--- config.mk ---
export PLATFORM = sky130hd
export DESIGN_NAME = xlat_ctrl_regs
export DESIGN_NICKNAME = d
export VERILOG_FILES = /design/src/rtl/xr_pkg.sv /design/src/rtl/xr_bus_port.sv /design/src/rtl/xr_reset_seq.sv /design/src/rtl/xr_fault_unit.sv /design/src/rtl/xlat_ctrl_regs.sv
export SDC_FILE = /design/constraint.sdc
export NUM_CORES = 1
export LEC_CHECK = 0
export BUFFER_PORTS_ARGS = -buffer_cell sky130_fd_sc_hd__buf_4
export CORE_MARGIN = 4
export CORE_UTILIZATION = 45
export CTS_BUF_LIST = sky130_fd_sc_hd__clkbuf_4 sky130_fd_sc_hd__clkbuf_8
export DETAILED_ROUTE_END_ITERATION = 7
export PLACE_DENSITY_LB_ADDON = 0.25
export SLEW_MARGIN = 20
export SYNTH_ARGS = -nofsm -noshare
export SYNTH_HDL_FRONTEND = slang
export SYNTH_SLANG_ARGS = --single-unit
--- constraint.sdc ---
create_clock -name clk -period 2.1 [get_ports clk]
set_clock_uncertainty 0.1 [all_clocks]
set_input_delay 0 -clock clk [delete_from_list [all_inputs] [get_ports clk]]
set_output_delay 0 -clock clk [all_outputs]
set_load 0.01 [all_outputs]
--- src/rtl/xr_pkg.sv ---
package xr_pkg;
  localparam int unsigned DATA_W       = 32;
  localparam int unsigned WIN_BYTES    = 256;
  localparam int unsigned IDX_W        = $clog2(WIN_BYTES) - 2;
  localparam int unsigned NUM_FAULT    = 5;
  localparam int unsigned BASE_ALIGN_W = 14;

  typedef logic [IDX_W-1:0] idx_t;

  // word indices (byte offset >> 2)
  localparam idx_t IX_REV     = idx_t'(8'h00 >> 2);
  localparam idx_t IX_SYSCFG  = idx_t'(8'h10 >> 2);
  localparam idx_t IX_SYSSTAT = idx_t'(8'h14 >> 2);
  localparam idx_t IX_IRQST   = idx_t'(8'h18 >> 2);
  localparam idx_t IX_IRQEN   = idx_t'(8'h1C >> 2);
  localparam idx_t IX_CTRL    = idx_t'(8'h44 >> 2);
  localparam idx_t IX_FADDR   = idx_t'(8'h48 >> 2);
  localparam idx_t IX_BASE    = idx_t'(8'h4C >> 2);

  // field positions
  localparam int unsigned SC_AUTOIDLE = 0;
  localparam int unsigned SC_SOFT     = 1;
  localparam int unsigned SC_IDLE_LO  = 3;
  localparam int unsigned CT_XLAT     = 1;
  localparam int unsigned CT_WALK     = 2;
  localparam int unsigned CT_EMU      = 3;

  typedef struct packed {
    logic [1:0] idle_mode;
    logic       autoidle;
  } sysconf_t;

  typedef struct packed {
    logic emu_tlb;
    logic walk;
    logic xlat;
  } ctrl_t;
endpackage

--- src/rtl/xr_bus_port.sv ---
module xr_bus_port #(
  parameter int unsigned DW = 32
) (
  input  logic          clk,
  input  logic          rst_n,
  input  logic          busy,
  input  logic          req_valid,
  output logic          req_ready,
  input  logic          req_write,
  output logic          wr_stb,
  output logic          rd_stb,
  input  logic [DW-1:0] rd_word,
  output logic          rsp_valid,
  output logic [DW-1:0] rsp_rdata
);
  assign req_ready = ~busy;
  assign wr_stb    = req_valid & req_ready & req_write;
  assign rd_stb    = req_valid & req_ready & ~req_write;

  always_ff @(posedge clk or negedge rst_n) begin
    if (!rst_n) begin
      rsp_valid <= 1'b0;
      rsp_rdata <= '0;
    end else begin
      rsp_valid <= rd_stb;
      if (rd_stb) rsp_rdata <= rd_word;
    end
  end
endmodule

--- src/rtl/xr_reset_seq.sv ---
module xr_reset_seq #(
  parameter int unsigned CYC = 8
) (
  input  logic clk,
  input  logic rst_n,
  input  logic start,
  output logic busy,
  output logic done
);
  localparam int unsigned CW = $clog2(CYC + 1);

  logic [CW-1:0] cnt_q;

  always_ff @(posedge clk or negedge rst_n) begin
    if (!rst_n) begin
      cnt_q <= '0;
      busy  <= 1'b0;
      done  <= 1'b1;
    end else if (start) begin
      cnt_q <= CW'(CYC);
      busy  <= 1'b1;
      done  <= 1'b0;
    end else if (busy) begin
      if (cnt_q == CW'(1)) begin
        cnt_q <= '0;
        busy  <= 1'b0;
        done  <= 1'b1;
      end else begin
        cnt_q <= cnt_q - CW'(1);
      end
    end
  end
endmodule

--- src/rtl/xr_fault_unit.sv ---
module xr_fault_unit #(
  parameter int unsigned N    = 5,
  parameter int unsigned VA_W = 32
) (
  input  logic            clk,
  input  logic            rst_n,
  input  logic            wipe,
  input  logic [N-1:0]    pulse,
  input  logic [VA_W-1:0] va,
  input  logic            w1c_stb,
  input  logic [N-1:0]    w1c_mask,
  input  logic            en_stb,
  input  logic [N-1:0]    en_data,
  output logic [N-1:0]    status,
  output logic [N-1:0]    enable,
  output logic [VA_W-1:0] fault_addr,
  output logic            irq
);
  logic [N-1:0] kept;
  logic [N-1:0] hit;
  logic         capture;

  assign kept    = status & ~(w1c_stb ? w1c_mask : '0);
  assign hit     = pulse & enable;
  assign capture = (|hit) && !(|(kept & enable));
  assign irq     = |(status & enable);

  for (genvar i = 0; i < N; i++) begin : g_stat
    always_ff @(posedge clk or negedge rst_n) begin
      if (!rst_n)    status[i] <= 1'b0;
      else if (wipe) status[i] <= 1'b0;
      else           status[i] <= kept[i] | pulse[i];
    end
  end

  always_ff @(posedge clk or negedge rst_n) begin
    if (!rst_n) begin
      enable     <= '0;
      fault_addr <= '0;
    end else if (wipe) begin
      enable     <= '0;
      fault_addr <= '0;
    end else begin
      if (en_stb)  enable     <= en_data;
      if (capture) fault_addr <= va;
    end
  end
endmodule

--- src/rtl/xlat_ctrl_regs.sv ---
module xlat_ctrl_regs
  import xr_pkg::*;
#(
  parameter int unsigned VA_W       = 32,
  parameter int unsigned RST_CYCLES = 8,
  parameter int unsigned REV_MAJOR  = 1,
  parameter int unsigned REV_MINOR  = 1
) (
  input  logic                 clk,
  input  logic                 rst_n,
  input  logic                 req_valid,
  output logic                 req_ready,
  input  logic                 req_write,
  input  logic [IDX_W+1:2]     req_addr,
  input  logic [DATA_W-1:0]    req_wdata,
  output logic                 rsp_valid,
  output logic [DATA_W-1:0]    rsp_rdata,
  input  logic [NUM_FAULT-1:0] fault_pulse,
  input  logic [VA_W-1:0]      fault_va,
  output logic                 irq,
  output logic                 xlat_en,
  output logic                 walk_en,
  output logic                 emu_tlb_en,
  output logic [1:0]           idle_mode,
  output logic                 autoidle
);
  localparam logic [DATA_W-1:0] REV_WORD =
    DATA_W'({4'(REV_MAJOR), 4'(REV_MINOR)});

  logic                 wr_stb, rd_stb, busy, done, soft_go, wipe;
  logic [DATA_W-1:0]    rd_word;
  logic [NUM_FAULT-1:0] status_w, irq_en_w;
  logic [VA_W-1:0]      fault_addr_w;
  sysconf_t             sc_q;
  ctrl_t                ct_q;
  logic [DATA_W-1:BASE_ALIGN_W] base_q;

  assign soft_go = wr_stb && (req_addr == IX_SYSCFG) && req_wdata[SC_SOFT];
  assign wipe    = soft_go | busy;

  xr_bus_port #(.DW(DATA_W)) u_bus (
    .clk(clk), .rst_n(rst_n), .busy(busy),
    .req_valid(req_valid), .req_ready(req_ready), .req_write(req_write),
    .wr_stb(wr_stb), .rd_stb(rd_stb), .rd_word(rd_word),
    .rsp_valid(rsp_valid), .rsp_rdata(rsp_rdata)
  );

  xr_reset_seq #(.CYC(RST_CYCLES)) u_seq (
    .clk(clk), .rst_n(rst_n), .start(soft_go), .busy(busy), .done(done)
  );

  xr_fault_unit #(.N(NUM_FAULT), .VA_W(VA_W)) u_fault (
    .clk(clk), .rst_n(rst_n), .wipe(wipe),
    .pulse(fault_pulse), .va(fault_va),
    .w1c_stb(wr_stb && (req_addr == IX_IRQST)),
    .w1c_mask(req_wdata[NUM_FAULT-1:0]),
    .en_stb(wr_stb && (req_addr == IX_IRQEN)),
    .en_data(req_wdata[NUM_FAULT-1:0]),
    .status(status_w), .enable(irq_en_w),
    .fault_addr(fault_addr_w), .irq(irq)
  );

  always_ff @(posedge clk or negedge rst_n) begin
    if (!rst_n) begin
      sc_q   <= '0;
      ct_q   <= '0;
      base_q <= '0;
    end else if (wipe) begin
      sc_q   <= '0;
      ct_q   <= '0;
      base_q <= '0;
    end else if (wr_stb) begin
      if (req_addr == IX_SYSCFG) begin
        sc_q.idle_mode <= req_wdata[SC_IDLE_LO +: 2];
        sc_q.autoidle  <= req_wdata[SC_AUTOIDLE];
      end
      if (req_addr == IX_CTRL) begin
        ct_q.xlat    <= req_wdata[CT_XLAT];
        ct_q.walk    <= req_wdata[CT_WALK];
        ct_q.emu_tlb <= req_wdata[CT_EMU];
      end
      if ((req_addr == IX_BASE) && (req_wdata[BASE_ALIGN_W-1:0] == '0))
        base_q <= req_wdata[DATA_W-1:BASE_ALIGN_W];
    end
  end

  always_comb begin
    rd_word = '0;
    case (req_addr)
      IX_REV:     rd_word = REV_WORD;
      IX_SYSCFG: begin
        rd_word[SC_IDLE_LO +: 2] = sc_q.idle_mode;
        rd_word[SC_AUTOIDLE]     = sc_q.autoidle;
      end
      IX_SYSSTAT: rd_word[0] = done;
      IX_IRQST:   rd_word[NUM_FAULT-1:0] = status_w;
      IX_IRQEN:   rd_word[NUM_FAULT-1:0] = irq_en_w;
      IX_CTRL: begin
        rd_word[CT_XLAT] = ct_q.xlat;
        rd_word[CT_WALK] = ct_q.walk;
        rd_word[CT_EMU]  = ct_q.emu_tlb;
      end
      IX_FADDR:   rd_word = DATA_W'(fault_addr_w);
      IX_BASE:    rd_word = {base_q, {BASE_ALIGN_W{1'b0}}};
      default:    rd_word = '0;
    endcase
  end

  assign xlat_en    = ct_q.xlat;
  assign walk_en    = ct_q.walk;
  assign emu_tlb_en = ct_q.emu_tlb;
  assign idle_mode  = sc_q.idle_mode;
  assign autoidle   = sc_q.autoidle;
endmodule

# --- Word-level counts from Yosys, hierarchy flattened ---
# Index checks and enable logic that the tools add are counted.
# W data, S select, Z words.
word_totals:
  register_bits: 105
  out_inout_bits: 41
classes:
  n_addsub: 1
  n_eq_ne: 8
  mux: 33
  bitwise_logic: 16
  n_reduce_logical: 24
op_table:
  columns: ["operator", "count"]
  rows:
  - ["$mux W32", 2]
  - ["$mux W18", 3]
  - ["$pmux W27 S2", 1]
  - ["$eq A6 B3 Y1 const B", 4]
  - ["$and A5 B5 Y5", 4]
  - ["$eq A6 B5 Y1 const B", 3]
  - ["$mux W3", 6]
  - ["$reduce_bool A2 Y1", 8]
  - ["$mux W5", 3]
  - ["$reduce_or A5 Y1", 3]
  - ["$logic_not A14 Y1", 1]
  - ["$mux W4", 3]
  - ["$mux W1", 11]
  - ["$pmux W1 S5", 2]
  - ["$pmux W2 S4", 1]
  - ["$reduce_and A2 Y1", 4]
  - ["$logic_and A1 B1 Y1", 6]
  - ["$logic_not A6 Y1", 1]
  - ["$or A1 B1 Y1", 6]
  - ["$pmux W1 S6", 1]
  - ["$not A5 Y5", 1]
  - ["$eq A4 B1 Y1 const B", 1]
  - ["$sub A4 B1 Y4 const B", 1]
  - ["$and A1 B1 Y1", 3]
  - ["other kinds (2)", 3]

# --- Logic depth before layout (Yosys ltp) ---
# Gate-level depths: netlist of run 1.
depth:
  depth_word: 13
  depth_mapped: 7
  depth_no_buf: 7

# --- Cells and area by module ---
# Synthesis of run 1 repeated with hierarchy kept, for this count alone.
hier_totals:
  cells_unflattened: 473
  hier_area_um2: 5283.8
modules_own_cells:
  columns: ["mod", "n_inst", "cells_each", "area_each_um2", "seq_area_each_um2"]
  rows:
  - ["xr_fault_unit", 1, 189, 2072.0, 1051.0]
  - ["xlat_ctrl_regs", 1, 186, 1676.6, 600.6]
  - ["xr_bus_port", 1, 71, 1248.7, 825.8]
  - ["xr_reset_seq", 1, 27, 286.5, 151.4]

# --- Worst setup path before layout of run 1 ---
# OpenSTA, ideal clock, no wires.
synth_timing:
  kind: "register -> register"
  from: "register u_seq.busy"
  to: "register u_fault.fault_addr[10]"
  t_arrival_ns: 1.852
  required_time_ns: 1.864
  path_slack_ns: 0.012
  path_stages_with_launch: 8
  n_path_buf: 2
  cell_sequence: "dfrtp_1 -> and3b_1 -> buf_2 -> a41oi_1 -> or4_4 -> buf_2 -> o21ai_1 -> a21oi_1"
synth_via:
  elab_chain_cells: 12
synth_lines:
  columns: ["item", "line", "rtl"]
  rows:
  - ["from (decl)", "xr_reset_seq.sv:7", "output logic busy,"]
  - ["from (signal assigned)", "xr_reset_seq.sv:17", "busy <= 1'b0;"]
  - ["from (signal assigned)", "xr_reset_seq.sv:21", "busy <= 1'b1;"]
  - ["from (signal assigned)", "xr_reset_seq.sv:26", "busy <= 1'b0;"]
  - ["$not A1 Y1", "xr_bus_port.sv:16", "assign req_ready = ~busy;"]
  - ["$and A1 B1 Y1 (2 in a row)", "xr_bus_port.sv:17", "assign wr_stb = req_valid & req_ready & req_write;"]
  - ["$logic_and A1 B1 Y1", "xlat_ctrl_regs.sv:55", ".w1c_stb(wr_stb && (req_addr == IX_IRQST)),"]
  - ["$mux W5", "xr_fault_unit.sv:23", "assign kept = status & ~(w1c_stb ? w1c_mask : '0);"]
  - ["$not A5 Y5", "xr_fault_unit.sv:23", null]
  - ["$and A5 B5 Y5", "xr_fault_unit.sv:23", null]
  - ["$and A5 B5 Y5", "xr_fault_unit.sv:25", "assign capture = (|hit) && !(|(kept & enable));"]
  - ["$reduce_or A5 Y1", "xr_fault_unit.sv:25", null]
  - ["$logic_not A1 Y1", "xr_fault_unit.sv:25", null]
  - ["$logic_and A1 B1 Y1", "xr_fault_unit.sv:25", null]
  - ["$reduce_bool A2 Y1 (no source line)", null, null]
  - ["to (signal assigned)", "xr_fault_unit.sv:45", "if (capture) fault_addr <= va;"]
  - ["to (decl)", "xr_fault_unit.sv:16", "output logic [VA_W-1:0] fault_addr,"]
# Parallel ways exist; a longest one is shown, timed or not.
# A chain may end at the register's enable or synchronous reset.

# --- Final worst setup path of run 1 ---
layout_timing:
  from: "register u_seq.busy"
  to: "register u_fault.fault_addr[29]"
# Same word-level chain as after synthesis.

==> impl_metrics.json, run 1 <==
{
  "outcome": "finished clean",
  "drc_errors": 0,
  "placementRows": 37,
  "start_kind": "flip-flop",
  "coreArea_um2": 10400,
  "die_h_um": 112,
  "drt-total-wl_um": 14600,
  "crit_slowest_cell": "or4_4",
  "fin_total_pwr_mw": 5.95,
  "yosys_warnings": 0,
  "antenna_found_initial": 0,
  "grt_first_pass_wirelength_um": 24000,
  "cp.required_ns": 2.24,
  "dr.first_iter.drc_count": 275,
  "wl_per_cell_um": 17.0,
  "diodes": 0,
  "rsz0062_at_grt": "yes",
  "synth_cell_types": 45,
  "numCtsBuffers": 9,
  "h-tree-depth": 3,
  "yosys_most_used_dff": "dfrtp_1",
  "cts-root-buf": "clkbuf_8",
  "ys_ff_latch": 105,
  "final_util": 0.676,
  "syn_area_um2": 4840,
  "finish.instance_area_um2": 7040,
  "path_cells": "and3b_2 > a41oi_1 > or4_4 > buf_6 > o21ai_1 > a21oi_1",
  "placed_area_um2": 6070,
  "yosysSeqAreaShare": 0.543,
  "mostFrequentLayoutCells": "buf_4, dfrtp_1, nand2_1",
  "clock_path_buffers": 2,
  "fin_hold_ws_ns": 0.0587,
  "die_area_um2": 12500,
  "layout_min_cycle_time_ns": 2.04,
  "dp.cells": 777,
  "timing.fmax_ghz": 0.490,
  "hp-class": "input pin to flip-flop",
  "path_clk_slew_ns": 0.10,
  "portBuffers": 119,
  "crit_type": "flip-flop to flip-flop",
  "die_w_um": 112,
  "postSynthCellCount": 526,
  "critPathArrivalTime_ns": 2.18,
  "setup_violations": 0,
  "critical_path.max_fanout": 12,
  "critPathCaptureType": "flip-flop",
  "drive_gt1_frac": 0.262,
  "syn-num-nets": 607,
  "nFillCells": 815,
  "clk-insertion-delay-late_ns": 0.36,
  "finalNonFillerCells": 864,
  "grt_max_degree": 47,
  "pwr_density_cell_nw_per_um2": 845,
  "path_buf_inv": 1,
  "syn_avg_cell_area_um2": 9.20,
  "synth-edff-count": 0,
  "area_growth_pct": 45.5,
  "ant_nets": 0,
  "vias_per_cell": 5.48,
  "critPathTopFamily": "simple AND/OR/NAND/NOR gates",
  "first_pass_iters": 6,
  "io-pin-count": 120,
  "crit_path_max_incr_delay_ns": 0.60,
  "slew_violations": 0,
  "initial_core_util": 0.465,
  "clock_sinks": 105,
  "worstMarginPinSlew_ns": 0.606,
  "grtUsageTotal": 0.236,
  "ir_worst_vdd_mv": 0.447,
  "dp_hpwl_um": 9710,
  "cts_tree": "yes",
  "slew_headroom": 0.596,
  "num_vias": 4733,
  "period_share": 0.972,
  "drv_cap": 0,
  "p_leak_nw": 3.23,
  "synthArstFlopShare": 1.00,
  "overflow": 0,
  "hold_viol": 0,
  "finalNetCount": 804,
  "gp_congestion": 0.899,
  "first_global_vias": 4753,
  "layout_commonest_cell": "buf_4"
}
-- worst register-to-register path, stage by stage, from the launching register on --
cell	delay (ns)
dfrtp_1	0.38
and3b_2	0.28
a41oi_1	0.16
or4_4	0.60
buf_6	0.17
o21ai_1	0.15
a21oi_1	0.08
-- where the power goes --
group | switching, mW | leakage [nW] | internal, mW | total [mW]
logic | 1.06 | 1.76 | 0.939 | 2.00
registers | 0.283 | 1.37 | 2.43 | 2.71
clock network | 0.717 | 0.102 | 0.516 | 1.23
total | 2.06 | 3.23 | 3.88 | 5.95
-- metrics by stage --
stage / TNS, ns / setup slack, ns
after global placement: 0 / 0.0671
after detailed placement: -0.00574 / -0.00574
after CTS: 0 / 0.0231
after floorplan: 0 / 0.0117
after global routing: -0.389 / -0.0481
final: 0 / 0.0586
-- sequential cells by signal, summed over array words and instances, names as in the netlist --
register and flops:
u_seq.done 1, u_fault.status 5, u_bus.rsp_valid 1, u_bus.rsp_rdata 32, autoidle 1, u_seq.cnt_q 4, emu_tlb_en 1, idle_mode 2
u_seq.busy 1, xlat_en 1, walk_en 1, u_fault.enable 5, base_q 18, u_fault.fault_addr 32
-- cells in the mapped netlist (3+ instances only) --
cell type    n  area share
dfrtp_1    104        0.54
nand2_1     78       0.060
nor2_1      70       0.054
nand3_1     46       0.048
a21oi_1     45       0.047
o21ai_1     36       0.037
a221oi_1    21       0.038
o21ai_0     19       0.020
buf_2       18       0.019
clkbuf_1    18       0.014
mux2i_1      9       0.019
inv_1        6      0.0047
nor3b_1      6      0.0093
a41oi_1      4      0.0072
a31oi_1      3      0.0039
nand4_1      3      0.0039
nor3_1       3      0.0031
nor4_1       3      0.0039
-- final cells by class --
| class | instances | area, um^2 | share of cell area |
|---|---|---|---|
| multi-input cells | 377 | 2080 | 0.295 |
| clock inverters | 5 | 51.3 | 0.00729 |
| repair buffers | 223 | 1930 | 0.275 |
| flip-flops and latches | 105 | 2630 | 0.373 |
| inverters | 7 | 26.3 | 0.00373 |
| well taps | 136 | 170 | 0.0242 |
| clock buffers | 11 | 151 | 0.0215 |
-- final timing paths --
path / start / endpoint / slack, ns / cells past startpoint
min in group asynchronous: rst_n / u_bus.rsp_valid$_DFF_PN0_ / 0.09 / 2
worst max register to register: u_seq.busy$_DFF_PN0_ / u_fault.fault_addr[29]$_DFFE_PN0P_ / 0.06 / 6
max in group asynchronous: rst_n / base_q[29]$_DFFE_PN0P_ / 1.06 / 3
worst min register to register: u_bus.rsp_rdata[6]$_DFFE_PN0P_ / u_bus.rsp_rdata[6]$_DFFE_PN0P_ / 0.37 / 2
worst max-delay path: u_seq.busy$_DFF_PN0_ / u_fault.fault_addr[29]$_DFFE_PN0P_ / 0.06 / 6
worst min-delay path: req_addr[3] / u_fault.enable[1]$_DFFE_PN0P_ / 0.06 / 4
-- cell families (layout without fill, tap and decap cells) --
kind of cell | after synthesis | in the layout | share of synthesized area
and+or+nand+nor | 227 | 227 | 0.222
AOI/OAI and AO/OA | 139 | 139 | 0.172
DFF | 105 | 105 | 0.543
buffers and inverters | 44 | 246 | 0.0388
muxes | 9 | 9 | 0.0186
adders and majority gates | 2 | 2 | 0.00517
-- per-layer routing --
| layer | GRT usage | share of wire | vias to the layer above |
|---|---|---|---|
| met2 | 0.392 | 0.49 | 183 |
| met1 | 0.313 | 0.43 | 2265 |
| met3 | 0.0522 | 0.062 | 24 |
| li1 | - | - | 2261 |
| met4 | 0.0641 | 0.019 | 0 |
| met5 | 0 | 0 | - |
-- timing repair --
action | in CTS | in global routing
hold buffers | 65 | 0
pin swaps | 0 | 2
endpoints found under the hold margin | 140 | 0
cloned | 0 | 3
setup buffers | 0 | 3
setup endpoints to repair | 17 | 31
gates resized for setup | 3 | 15
(Power assumes the default switching activity.)
==> run 2: changes to the inputs <==
- SYNTH_HIERARCHICAL: default -> 1
==> run 2 against run 1 <==
  * The flow now finishes with violations (setup timing)
  * Worst setup slack lost 0.28 ns
  * Critical path depth is 4 higher
  * Count of clock-buffer cells in the layout up 1
  * Register-to-register slack got worse by 0.28 ns
  * Clock power decreased by 5%
  * Fmax shrank 12%
==> impl_metrics.json, run 2 <==
{
  "placementRows": 39,
  "grt_max_degree": 106,
  "clk-insertion-delay-late_ns": 0.36,
  "worstMarginPinSlew_ns": 0.576,
  "yosysSeqAreaShare": 0.498,
  "coreArea_um2": 11500,
  "outcome": "finished, violations left",
  "ant_nets": 0,
  "drc_errors": 0,
  "ir_worst_vdd_mv": 0.325,
  "yosysMostFrequentCell": "dfrtp_1",
  "grt_first_pass_wirelength_um": 22900,
  "syn-num-nets": 554,
  "pwr_density_cell_nw_per_um2": 721,
  "critPathCaptureType": "flip-flop",
  "hold_viol": 0,
  "largest_registers": "u_bus/rsp_rdata: 32 flops, u_fault/fault_addr: 32 flops, base_q: 18 flops",
  "slew_headroom": 0.616,
  "finalNetCount": 747,
  "layout_min_cycle_time_ns": 2.32,
  "clock_path_buffers": 2,
  "r2r_cells": 10,
  "syn_avg_cell_area_um2": 11.2,
  "vias_per_cell": 5.36,
  "fin_setup_tns_ns": -5.30,
  "synth_cell_types": 50,
  "pre_cts_slack_ns": -0.212,
  "dr.first_iter.drc_count": 341,
  "fin_total_pwr_mw": 5.32,
  "hp-class": "input pin to flip-flop",
  "synthArstFlopShare": 1.00,
  "dp_hpwl_um": 9000,
  "crit_type": "flip-flop to flip-flop",
  "clock_sinks": 105,
  "first_global_vias": 4467,
  "yosys_warnings": 6,
  "synth-edff-count": 0,
  "r2r_setup_slack_ns": -0.22,
  "start_kind": "flip-flop",
  "numCtsBuffers": 9,
  "syn_area_um2": 5280,
  "grtUsageTotal": 0.216,
  "synth_area_leaders": "dfrtp_1, mux2i_1, nand2b_1",
  "area_growth_pct": 39.6,
  "antenna_found_initial": 0,
  "drt-total-wl_um": 14300,
  "synth_fa_ha_area_frac": 0.00474,
  "initial_core_util": 0.461,
  "fin_hold_ws_ns": 0.0455,
  "synth_common_cells": "dfrtp_1, nand2b_1, mux2i_1",
  "die_h_um": 116,
  "path_clk_slew_ns": 0.10,
  "h-tree-depth": 3,
  "first_pass_iters": 5,
  "layout_commonest_cell": "buf_4",
  "synth-simple-area-share": 0.192,
  "synth.mux.area_fraction": 0.152,
  "wl_per_cell_um": 17.6,
  "portBuffers": 119,
  "rsz0062_at_grt": "yes",
  "setup_violations": 32,
  "violations": "setup timing",
  "slew_violations": 0,
  "die_area_um2": 13500,
  "mostFrequentLayoutCells": "buf_4, dfrtp_1, dlygate4sd3_1, nand2b_1, mux2i_1",
  "critPathArrivalTime_ns": 2.50,
  "postSynthCellCount": 473,
  "yosys.area.top_type": "dfrtp_1",
  "ys_ff_latch": 105,
  "cp-startpoint": "u_seq/busy$_DFF_PN0_",
  "synth_compound_area_frac": 0.105,
  "overflow": 0,
  "die_w_um": 116,
  "p_leak_nw": 3.49,
  "cts_tree": "yes",
  "io-pin-count": 120,
  "cts-root-buf": "clkbuf_8",
  "cp.required_ns": 2.28,
  "placed_area_um2": 6400,
  "finish.instance_area_um2": 7370,
  "gp_congestion": 0.917,
  "worstSetupEndpoint": "u_fault/fault_addr[14]$_DFFE_PN0P_",
  "critical_path.max_fanout": 8,
  "worstReg2RegEnd": "u_fault/fault_addr[14]$_DFFE_PN0P_",
  "yosys.area.top_type_share": 0.493,
  "timing.fmax_ghz": 0.431,
  "period_share": 1.11,
  "synth_top_family_by_area": "simple AND/OR/NAND/NOR gates",
  "fin_ws_ns": -0.222,
  "r2r_start": "u_seq/busy$_DFF_PN0_",
  "num_vias": 4359,
  "drv_cap": 0,
  "yosys_most_used_dff": "dfrtp_1",
  "synth_xor_area_frac": 0.00166,
  "drive_gt1_frac": 0.320
}
-- run 2: cell count changes in the layout (fill, tap and decap cells not counted), sizes merged, moves of 33 or more --
cell / delta
nor2: -53
mux2i: +33
nand2b: +62
mux2: +34
nand2: -57
o21ai: -34
-- run 2: timing repair --
action                                 in CTS  in global routing
endpoints found under the hold margin     172                  0
hold buffers                               66                  0
buffers inserted                            3                  2
pin swaps                                   4                  4
resized for setup                           6                  4
setup endpoints to repair                  32                 37
gates cloned                                2                  1
-- run 2: per-stage QoR --
stage               std cells   util
finish                    814  0.643
global route              812  0.643
CTS                       810  0.639
detailed placement        725  0.558
global placement          725  0.558
floorplan                 473      -
-- run 2: cells by family after synthesis --
logic type / Yosys count
flops: 105
mux: 76
simple gates: 168
fa+ha+maj: 2
buf+inv: 37
compound gates: 84
xor+xnor: 1
-- run 2: area by class of cell --
cell class	count	area [um^2]
Fill cell	912	4090
Sequential cell	105	2630
Multi-Input combinational cell	331	2450
Timing Repair Buffer	213	1910
Tap cell	143	179
Clock buffer	12	159
Inverter	6	22.5
Clock inverter	2	13.8
Antenna cell	2	5.00
-- run 2: worst max-delay path, stage by stage, from the launching register on --
cell and delay (ns):
dfrtp_2 0.42, inv_2 0.06, and3_4 0.16, nor3b_4 0.23
buf_4 0.15, nand2_2 0.04, a32o_2 0.25, nor4_4 0.22
buf_6 0.20, buf_12 0.17, mux2i_4 0.23
-- run 2: per-layer routing --
layer	vias to the layer above	share of wire	global-route usage	wire [um]
li1	2051	-	-	-
met1	2161	0.42	0.284	6070
met2	129	0.50	0.358	7150
met3	18	0.060	0.0446	857
met4	0	0.017	0.0742	245
met5	-	0	0	0
-- run 2: where the power goes --
group,leakage (nW),internal [mW],switching (mW)
clock network,0.0921,0.501,0.665
logic,2.00,0.814,0.676
registers,1.39,2.41,0.253
total,3.49,3.72,1.59
-- run 2: worst min-delay path by stage --
| stage | start | end | slack (ns) | depth (start not counted) |
|---|---|---|---|---|
| floorplan | rst_n | autoidle$_DFFE_PN0P_ | -0.40 | 0 |
| global placement | rst_n | u_fault/enable[3]$_DFFE_PN0P_ | 0.01 | 2 |
| detailed placement | rst_n | u_fault/enable[3]$_DFFE_PN0P_ | 0.009 | 2 |
| CTS | req_valid | u_bus/rsp_valid$_DFF_PN0_ | 0.02 | 3 |
| global route | req_valid | u_bus/rsp_valid$_DFF_PN0_ | 0.03 | 3 |
| finish | req_valid | u_bus/rsp_valid$_DFF_PN0_ | 0.05 | 3 |
